$ cat src/rtl/ibr_pkg.sv
package ibr_pkg;
  localparam int WIN_AW      = 4;
  localparam int CMD_RD_BIT  = 0;
  localparam int CMD_WR_BIT  = 1;
  localparam int CMD_ACK_BIT = 2;

  localparam logic [1:0] SEL_CMD   = 2'd0;
  localparam logic [1:0] SEL_ADDR  = 2'd1;
  localparam logic [1:0] SEL_RDATA = 2'd2;
  localparam logic [1:0] SEL_WDATA = 2'd3;

  typedef enum logic [1:0] {
    ST_IDLE  = 2'd0,
    ST_BUSY  = 2'd1,
    ST_DONE  = 2'd2,
    ST_DRAIN = 2'd3
  } ibr_state_e;
endpackage

$ cat src/rtl/ibr_host_regs.sv
module ibr_host_regs
  import ibr_pkg::*;
#(
  parameter int AW = 32,
  parameter int DW = 32
) (
  input  logic              clk,
  input  logic              rst_n,
  input  logic              host_we,
  input  logic [WIN_AW-1:0] host_addr,
  input  logic [DW-1:0]     host_wdata,
  output logic [DW-1:0]     host_rdata,
  input  logic [2:0]        cmd_view,
  input  logic              rd_load,
  input  logic [DW-1:0]     rd_value,
  output logic              cmd_wr,
  output logic [1:0]        cmd_bits,
  output logic [AW-1:0]     addr_q,
  output logic [DW-1:0]     wdata_q
);
  logic [1:0]    sel;
  logic          word_ok;
  logic [AW-1:0] addr_d;
  logic [DW-1:0] wdata_d;
  logic [DW-1:0] rdata_q;
  logic [DW-1:0] rdata_d;
  logic          addr_en;
  logic          wdata_en;

  assign sel      = host_addr[WIN_AW-1:WIN_AW-2];
  assign word_ok  = (host_addr[1:0] == 2'b00);
  assign cmd_wr   = host_we && word_ok && (sel == SEL_CMD);
  assign cmd_bits = host_wdata[1:0];
  assign addr_en  = host_we && word_ok && (sel == SEL_ADDR);
  assign wdata_en = host_we && word_ok && (sel == SEL_WDATA);

  always_comb begin
    addr_d  = addr_q;
    wdata_d = wdata_q;
    rdata_d = rdata_q;
    if (addr_en)  addr_d  = {host_wdata[AW-1:2], 2'b00};
    if (wdata_en) wdata_d = host_wdata;
    if (rd_load)  rdata_d = rd_value;
  end

  always_ff @(posedge clk or negedge rst_n) begin
    if (!rst_n) begin
      addr_q  <= '0;
      wdata_q <= '0;
      rdata_q <= '0;
    end else begin
      addr_q  <= addr_d;
      wdata_q <= wdata_d;
      rdata_q <= rdata_d;
    end
  end

  always_comb begin
    host_rdata = '0;
    if (word_ok) begin
      case (sel)
        SEL_CMD:   host_rdata = DW'(cmd_view);
        SEL_ADDR:  host_rdata = DW'(addr_q);
        SEL_RDATA: host_rdata = rdata_q;
        default:   host_rdata = wdata_q;
      endcase
    end
  end

  AST_RDATA_HOLD: assert property (@(posedge clk) disable iff (!rst_n)
    (cmd_view[CMD_ACK_BIT] && !cmd_wr) |=> $stable(rdata_q));
  AST_ADDR_WORD: assert property (@(posedge clk) disable iff (!rst_n)
    addr_q[1:0] == 2'b00);
endmodule

$ cat src/rtl/ibr_cmd_fsm.sv
module ibr_cmd_fsm
  import ibr_pkg::*;
(
  input  logic       clk,
  input  logic       rst_n,
  input  logic       cmd_wr,
  input  logic [1:0] cmd_bits,
  input  logic       bus_done,
  output logic       launch,
  output logic       launch_wr,
  output logic       rd_load,
  output logic [2:0] cmd_view
);
  ibr_state_e state_q, state_d;
  logic rd_q, rd_d;
  logic wr_q, wr_d;
  logic cmd_clear;
  logic cmd_go;
  logic ack;

  assign cmd_clear = cmd_wr && (cmd_bits == 2'b00);
  assign cmd_go    = cmd_wr && (cmd_bits[0] ^ cmd_bits[1]);
  assign launch_wr = cmd_bits[CMD_WR_BIT];
  assign ack       = (state_q == ST_DONE);

  always_comb begin
    state_d = state_q;
    rd_d    = rd_q;
    wr_d    = wr_q;
    launch  = 1'b0;
    rd_load = 1'b0;
    case (state_q)
      ST_IDLE: begin
        if (cmd_go) begin
          state_d = ST_BUSY;
          rd_d    = cmd_bits[CMD_RD_BIT];
          wr_d    = cmd_bits[CMD_WR_BIT];
          launch  = 1'b1;
        end
      end
      ST_BUSY: begin
        if (cmd_clear) begin
          rd_d    = 1'b0;
          wr_d    = 1'b0;
          state_d = bus_done ? ST_IDLE : ST_DRAIN;
        end else if (bus_done) begin
          state_d = ST_DONE;
          rd_load = rd_q;
        end
      end
      ST_DONE: begin
        if (cmd_clear) begin
          rd_d    = 1'b0;
          wr_d    = 1'b0;
          state_d = ST_IDLE;
        end
      end
      default: begin
        if (bus_done) state_d = ST_IDLE;
      end
    endcase
  end

  always_ff @(posedge clk or negedge rst_n) begin
    if (!rst_n) begin
      state_q <= ST_IDLE;
      rd_q    <= 1'b0;
      wr_q    <= 1'b0;
    end else begin
      state_q <= state_d;
      rd_q    <= rd_d;
      wr_q    <= wr_d;
    end
  end

  assign cmd_view = {ack, wr_q, rd_q};

  AST_ACK_AFTER_READY: assert property (@(posedge clk) disable iff (!rst_n)
    $rose(ack) |-> $past(bus_done));
  AST_ACK_STICKY: assert property (@(posedge clk) disable iff (!rst_n)
    (ack && !cmd_clear) |=> ack);
  AST_CLEAR_PROMPT: assert property (@(posedge clk) disable iff (!rst_n)
    cmd_clear |=> (cmd_view == 3'b000));
  AST_BOTH_BITS_IDLE: assert property (@(posedge clk) disable iff (!rst_n)
    (cmd_wr && (cmd_bits == 2'b11) && (state_q == ST_IDLE)) |=> (cmd_view == 3'b000));
endmodule

$ cat src/rtl/ibr_bus_master.sv
module ibr_bus_master #(
  parameter int AW = 32,
  parameter int DW = 32
) (
  input  logic          clk,
  input  logic          rst_n,
  input  logic          launch,
  input  logic          launch_wr,
  input  logic [AW-1:0] req_addr,
  input  logic [DW-1:0] req_wdata,
  output logic          bus_done,
  output logic          bus_valid,
  output logic          bus_write,
  output logic [AW-1:0] bus_addr,
  output logic [DW-1:0] bus_wdata,
  input  logic          bus_ready
);
  logic valid_d;

  assign bus_done = bus_valid && bus_ready;

  always_comb begin
    valid_d = bus_valid;
    if (launch)        valid_d = 1'b1;
    else if (bus_done) valid_d = 1'b0;
  end

  always_ff @(posedge clk or negedge rst_n) begin
    if (!rst_n) begin
      bus_valid <= 1'b0;
    end else begin
      bus_valid <= valid_d;
    end
  end

  always_ff @(posedge clk or negedge rst_n) begin
    if (!rst_n) begin
      bus_write <= 1'b0;
      bus_addr  <= '0;
      bus_wdata <= '0;
    end else if (launch) begin
      bus_write <= launch_wr;
      bus_addr  <= req_addr;
      bus_wdata <= req_wdata;
    end
  end

  AST_REQ_HOLD: assert property (@(posedge clk) disable iff (!rst_n)
    (bus_valid && !bus_ready) |=> (bus_valid && $stable(bus_addr)
      && $stable(bus_write) && $stable(bus_wdata)));
  AST_NO_OVERLAP: assert property (@(posedge clk) disable iff (!rst_n)
    launch |-> !bus_valid);
  AST_BUS_ALIGNED: assert property (@(posedge clk) disable iff (!rst_n)
    bus_valid |-> (bus_addr[1:0] == 2'b00));
endmodule

$ cat src/rtl/ind_reg_bridge.sv
module ind_reg_bridge
  import ibr_pkg::*;
#(
  parameter int AW = 32,
  parameter int DW = 32
) (
  input  logic              clk,
  input  logic              rst_n,
  input  logic              host_we,
  input  logic [WIN_AW-1:0] host_addr,
  input  logic [DW-1:0]     host_wdata,
  output logic [DW-1:0]     host_rdata,
  output logic              bus_valid,
  output logic              bus_write,
  output logic [AW-1:0]     bus_addr,
  output logic [DW-1:0]     bus_wdata,
  input  logic              bus_ready,
  input  logic [DW-1:0]     bus_rdata
);
  logic          cmd_wr;
  logic [1:0]    cmd_bits;
  logic [2:0]    cmd_view;
  logic          launch;
  logic          launch_wr;
  logic          rd_load;
  logic          bus_done;
  logic [AW-1:0] addr_q;
  logic [DW-1:0] wdata_q;

  ibr_host_regs #(.AW(AW), .DW(DW)) u_regs (
    .clk        (clk),
    .rst_n      (rst_n),
    .host_we    (host_we),
    .host_addr  (host_addr),
    .host_wdata (host_wdata),
    .host_rdata (host_rdata),
    .cmd_view   (cmd_view),
    .rd_load    (rd_load),
    .rd_value   (bus_rdata),
    .cmd_wr     (cmd_wr),
    .cmd_bits   (cmd_bits),
    .addr_q     (addr_q),
    .wdata_q    (wdata_q)
  );

  ibr_cmd_fsm u_fsm (
    .clk       (clk),
    .rst_n     (rst_n),
    .cmd_wr    (cmd_wr),
    .cmd_bits  (cmd_bits),
    .bus_done  (bus_done),
    .launch    (launch),
    .launch_wr (launch_wr),
    .rd_load   (rd_load),
    .cmd_view  (cmd_view)
  );

  ibr_bus_master #(.AW(AW), .DW(DW)) u_master (
    .clk       (clk),
    .rst_n     (rst_n),
    .launch    (launch),
    .launch_wr (launch_wr),
    .req_addr  (addr_q),
    .req_wdata (wdata_q),
    .bus_done  (bus_done),
    .bus_valid (bus_valid),
    .bus_write (bus_write),
    .bus_addr  (bus_addr),
    .bus_wdata (bus_wdata),
    .bus_ready (bus_ready)
  );

  AST_START_ONLY_IDLE: assert property (@(posedge clk) disable iff (!rst_n)
    $rose(bus_valid) |-> ($past(cmd_view) == 3'b000));
endmodule

$ cat config.mk
export PLATFORM = sky130hd
export DESIGN_NAME = ind_reg_bridge
export DESIGN_NICKNAME = d
export VERILOG_FILES = /design/src/rtl/ibr_pkg.sv /design/src/rtl/ibr_host_regs.sv /design/src/rtl/ibr_cmd_fsm.sv /design/src/rtl/ibr_bus_master.sv /design/src/rtl/ind_reg_bridge.sv
export SDC_FILE = /design/constraint.sdc
export NUM_CORES = 1
export LEC_CHECK = 0
export BUFFER_PORTS_ARGS = -buffer_cell sky130_fd_sc_hd__clkbuf_2
export CORE_MARGIN = 4
export CORE_UTILIZATION = 44
export CTS_CLUSTER_DIAMETER = 150
export DETAILED_ROUTE_END_ITERATION = 10
export GPL_TIMING_DRIVEN = 0
export PLACE_DENSITY = 0.68
export SKIP_LAST_GASP = 1
export SLEW_MARGIN = 20
export SYNTH_ARGS = -nofsm -noshare
export SYNTH_HDL_FRONTEND = slang
export SYNTH_HIERARCHICAL = 1
export SYNTH_SLANG_ARGS = --single-unit
$ cat constraint.sdc
create_clock -name clk -period 1.8 [get_ports clk]
set_clock_uncertainty 0.15 [all_clocks]
set_input_delay 0.45 -clock clk [delete_from_list [all_inputs] [get_ports clk]]
set_output_delay 0.45 -clock clk [all_outputs]
set_load 0.05 [all_outputs]
# --- After elaboration in Yosys (flattened, before gate mapping) ---
# Index checks and enable logic that the tools add are counted.
totals:
  reg_bits: 162
  inputBits: 72
  output_inout_bits: 98
  elab_cells: 58
classes:
  n_eq_ne: 9
  n_mux: 21
  bitwise: 1
  n_reduce_logical: 17
op_table:
  columns: ["operator", "n"]
  rows:
  - ["32-bit case mux with 3 select lines", 1]
  - ["32-bit 2-to-1 mux", 1]
  - ["2-bit 2-to-1 mux", 6]
  - ["1-bit 2-to-1 mux", 10]
  - ["2-bit logical NOT", 4]
  - ["1-bit logical AND", 7]
  - ["2-bit == test (second input constant)", 3]
  - ["2-bit by 1-bit inequality test with 1-bit output (second input constant)", 3]
  - ["2-bit case mux with 3 select lines", 1]
  - ["2-bit by 1-bit == test with 1-bit output (second input constant)", 2]
  - ["1-bit case mux with 2 select lines", 2]
  - ["4-bit AND reduction", 1]
  - ["2-bit nonzero test", 2]
  - ["4-bit nonzero test", 1]
  - ["3-bit by 1-bit inequality test with 1-bit output (second input constant)", 1]
  - ["3-bit AND reduction", 1]
  - ["2-bit OR reduction", 1]
  - ["1-bit XOR", 1]

# --- Depth between registers and ports, before layout ---
depth:
  ltp_word: 7
  depth_mapped: 9

# --- Cells and area by module ---
# The synthesis kept the hierarchy.
by_module_without_submodules:
  columns: ["module", "instances", "cells_each", "area_per_inst_um2"]
  rows:
  - ["ibr_host_regs", 1, 322, 4538.1]
  - ["ibr_bus_master", 1, 141, 2613.8]
  - ["ibr_cmd_fsm", 1, 40, 351.6]

# --- Worst setup path after synthesis ---
# Ideal clock, no wire load.
synth_timing:
  path_type: "in2out"
  from: "input host_addr[2]"
  to: "output host_rdata[21]"
  arrival_ps: 1813
  setup_slack_ps: -613
  cell_stages: 6
  cell_sequence: "buf_4 > nor2b_1 > buf_4 > buf_4 > a22oi_1 > nor2_1"
synth_between:
  elab_chain_cells: 3
  word_cells_on_any_way: 5
  classes_between: "2 x eq/ne; 2 x mux; 1 x reduce/logical"
synth_rtl:
  columns: ["element", "line_no", "rtl"]
  rows:
  - ["start: declaration", "ind_reg_bridge.sv:10", "input logic [WIN_AW-1:0] host_addr,"]
  - ["2-bit == test, or another cell as far along", "ibr_host_regs.sv:61", "case (sel)"]
  - ["32-bit case mux with 3 select lines *", "ibr_host_regs.sv:61", null]
  - ["32-bit 2-to-1 mux *", "ibr_host_regs.sv:60", "if (word_ok) begin"]
  - ["end: declaration", "ind_reg_bridge.sv:12", "output logic [DW-1:0] host_rdata,"]
# Every way passes the cells marked *; elsewhere a longest branch is shown, timed or not.

# --- Worst setup path after layout ---
layout_timing:
  from: "register u_fsm.state_q[1]"
  to: "output host_rdata[2]"
layout_between:
  elab_chain_cells: 3
layout_rtl:
  columns: ["element", "line_no", "rtl"]
  rows:
  - ["start: declaration", "ibr_cmd_fsm.sv:14", "ibr_state_e state_q, state_d;"]
  - ["start signal: assignment", "ibr_cmd_fsm.sv:70", "state_q <= state_d;"]
  - ["2-bit == test", "ibr_cmd_fsm.sv:24", "assign ack = (state_q == ST_DONE);"]
  - ["via cmd_view[2]", "ind_reg_bridge.sv:22", "logic [2:0] cmd_view;"]
  - ["32-bit case mux with 3 select lines", "ibr_host_regs.sv:61", null]
  - ["32-bit 2-to-1 mux", "ibr_host_regs.sv:60", null]
# The timed path passes the listed nets, and every way through them passes these cells.

==> flow_summary.json <==
{
  "family_of_cells_with_the_greatest_summed_delay_on_the_critical_path": "multiplexers",
  "synthesis.area_mm2": 0.007503,
  "critPathMaxFanout": 2,
  "max_slew.worst_pin.slew_ps": 577.7,
  "synth_simple_gate_area_share_pct": 3.702,
  "gpl.final_weighted_congestion": 0.8109,
  "most_frequent_standard_cell_in_the_layout_excluding_fill_and_tap_cells": "dfrtp_1",
  "synth.yosys.warnings": 6,
  "postRouteAntennaNets": 0,
  "maxcap_violations": 0,
  "final_period_minus_worst_setup_slack_ps": 2364,
  "number_of_instances_in_the_synthesized_netlist": 503,
  "p_per_area_mw_per_mm2": 1164,
  "postSynthAreaPerCell_um2": 14.92,
  "slowest_stage": "mux4_2",
  "vias": 5280,
  "post-route-util_pct": 69.83,
  "fmax_mhz": 423.0,
  "areaGrowthSynthToFinish_pct": 54.88,
  "layout.area.seq_mm2": 0.004105,
  "synth_top_cell_by_area": "dfrtp_1",
  "multi_input_comb_area_mm2": 0.003769,
  "drt_pass1_iterations": 4,
  "die_h_um": 138.6,
  "route.final.wire_length_um": 22400,
  "worstSetupPathType": "register to output port",
  "synth-compound-area-share_pct": 4.202,
  "status": "finished, violations left",
  "yosys_most_used_dff": "dfrtp_1",
  "nNetsFinal": 846,
  "ys_ff_latch": 164,
  "pre_cts_slack_ps": -557.4,
  "timing.critical_path.to_type": "output port",
  "grt_pass1_wl_um": 34960,
  "slowest_delay_ps": 440,
  "critical_path.n_buffers_inverters": 1,
  "synth_edf_count": 0,
  "dieArea_mm2": 0.01921,
  "grt_overall_usage_pct": 23.53,
  "finalWorstSetupSlack_ps": -564.3,
  "yosys.area_share.adder_pct": 0.6670,
  "most-common-layout-cells": "dfrtp_1, clkbuf_2, mux2_4",
  "yosys.area.top_type_share_pct": 54.69,
  "final_count_of_hold_timing_violations": 0,
  "crit_path_start_kind": "register",
  "cts-htree-levels": 4,
  "worst_skew_pair.late_latency_ps": 420,
  "slew_violations": 0,
  "yosys.cell_types.count": 40,
  "clkSlewWorstSetupHoldPaths_ps": 60,
  "overflow": 0,
  "cp.arrival_ps": 1760,
  "max-clock-path-buffers": 2,
  "violated_checks": "setup timing",
  "critical_path.cell_chain": "ha_4 > mux4_2 > and2_4 > clkbuf_16",
  "grt_pass1_vias": 5917,
  "placementRows": 47,
  "layout_cells_sized_above_1_pct": 74.84,
  "place_hpwl_um": 13680,
  "synth_top_family_by_area": "multiplexers",
  "floorplan.io_pins": 170,
  "rsz_0062_raised_after_global_routing": "yes",
  "effective_utilization_at_floorplan_pct": 45.09,
  "wl_per_cell_um": 22.33,
  "critical_path_required_ps": 1200,
  "report.final.setup_viol": 132,
  "drt-vias-per-instance": 5.264,
  "nFillCells": 1102,
  "remaining_drc_errors": 0,
  "synthXorXnorAreaFrac_pct": 0,
  "ys_seq_area_share_pct": 54.69,
  "holdWs_ps": 107.1,
  "reg2reg_setup_slack_ps": -190,
  "core_region_area_mm2": 0.01664,
  "max-vdd-ir-drop_v": 0.0006940,
  "die_width_um": 138.6,
  "dr.first_iter.drc_count": 318,
  "cts_root_buf": "clkbuf_16",
  "total_clock_buffers_created_by_cts": 17,
  "post_synth_main_area_contributors": "dfrtp_1, mux2_2, mux2_4",
  "cts_tree": "built",
  "ys_async_sr_fraction_pct": 100.0,
  "synthMuxAreaShare_pct": 32.27,
  "numPortBuffers": 167,
  "numClockSinks": 164,
  "grt_start_max_net_pins": 91,
  "diodes": 0,
  "final.period_utilization_pct": 131.4,
  "max_transition_margin_pct": 61.49,
  "antenna_found_initial": 0,
  "p_leak_nw": 5.591,
  "holdCritPathClass": "input port to register"
}
## through the flow
step                      instances  total power, W  TNS (ps)  area [um^2]
after CTS                       991         0.01334    -22210        11400
after global routing           1003         0.01407    -28090        11620
after floorplan                 504        0.007614    -21170         8145
after global placement          891        0.008402   -516720         9256
final                          1003         0.01353    -22740        11620
after detailed placement        892        0.008544    -65280         9293
## registers in the layout, summed over array words and instances (netlist names), 2 cells and up
| register | cells |
|---|---|
| u_master/bus_wdata | 32 |
| u_fsm/state_q | 2 |
| u_regs/wdata_q | 32 |
| u_master/bus_addr | 32 |
| u_regs/addr_q | 30 |
| u_regs/rdata_q | 32 |
## final timing paths
| kind | endpoint | depth (start not counted) | start |
|---|---|---|---|
| setup / recovery | host_rdata[2] | 4 | u_fsm/state_q[1] |
| hold / removal | u_regs/addr_q[20] | 2 | host_wdata[20] |
| setup reg to reg | u_regs/rdata_q[30] | 8 | u_fsm/state_q[1] |
| hold reg to reg | u_fsm/wr_q | 2 | u_fsm/wr_q |
| max in group asynchronous | u_master/bus_valid | 3 | rst_n |
| min in group asynchronous | u_master/bus_wdata[12] | 2 | rst_n |
## cells in the mapped netlist (2+ instances only)
cell / count
nand2_1: 5
nand2b_1: 2
o31ai_1: 3
nor2_1: 33
inv_1: 6
buf_12: 3
mux2_1: 11
mux2_4: 69
nor2b_1: 2
dfrtp_1: 164
clkbuf_1: 5
and2_1: 2
a22oi_1: 31
buf_2: 13
buf_4: 11
buf_1: 3
mux2_2: 110
ha_1: 4
buf_6: 5
## repair_timing
item                                    in CTS  in global routing
pin swaps                                   34                 36
gates resized for setup                    133                 52
endpoints found under the setup margin     129                138
cloned                                      13                  1
hold buffers                                 1                  0
setup buffers                               55                 13
hold endpoints to repair                    74                  0
## routing by layer
layer / vias up / global-route usage, % / part of all wire, %
met5: - / 0 / 0
met3: 37 / 6.310 / 4.9
met2: 163 / 40.11 / 51
met1: 2742 / 29.66 / 42
met4: 0 / 6.656 / 1.9
li1: 2338 / - / -
## layout make-up
| cell class | instances | share of cell area [%] |
|---|---|---|
| sequential | 164 | 35.33 |
| tap | 220 | 2.369 |
| clock inverter | 11 | 1.906 |
| inverter | 6 | 0.2153 |
| clock buffer | 21 | 3.962 |
| buffer | 38 | 4.877 |
| multi-input combinational | 293 | 32.43 |
| timing repair buffer | 250 | 18.92 |
## cell families after synthesis
group,count (synthesis)
AOI/OAI and AO/OA,42
adders and majority gates,4
buffers and inverters,47
DFF,164
muxes,191
other,1
and+or+nand+nor,54
## power by group
| part | switching [W] | internal (W) |
|---|---|---|
| clock network | 0.00150 | 0.00269 |
| logic | 0.00243 | 0.00202 |
| registers | 0.000514 | 0.00438 |
## worst register-to-register path, stage by stage (launching register included)
cell	delay, ps
dfrtp_1	400
buf_4	160
inv_4	70
ha_4	150
nand3_4	80
nor2_4	130
buf_8	140
bufbuf_16	260
mux2_2	320
(Power assumes the default switching activity.)
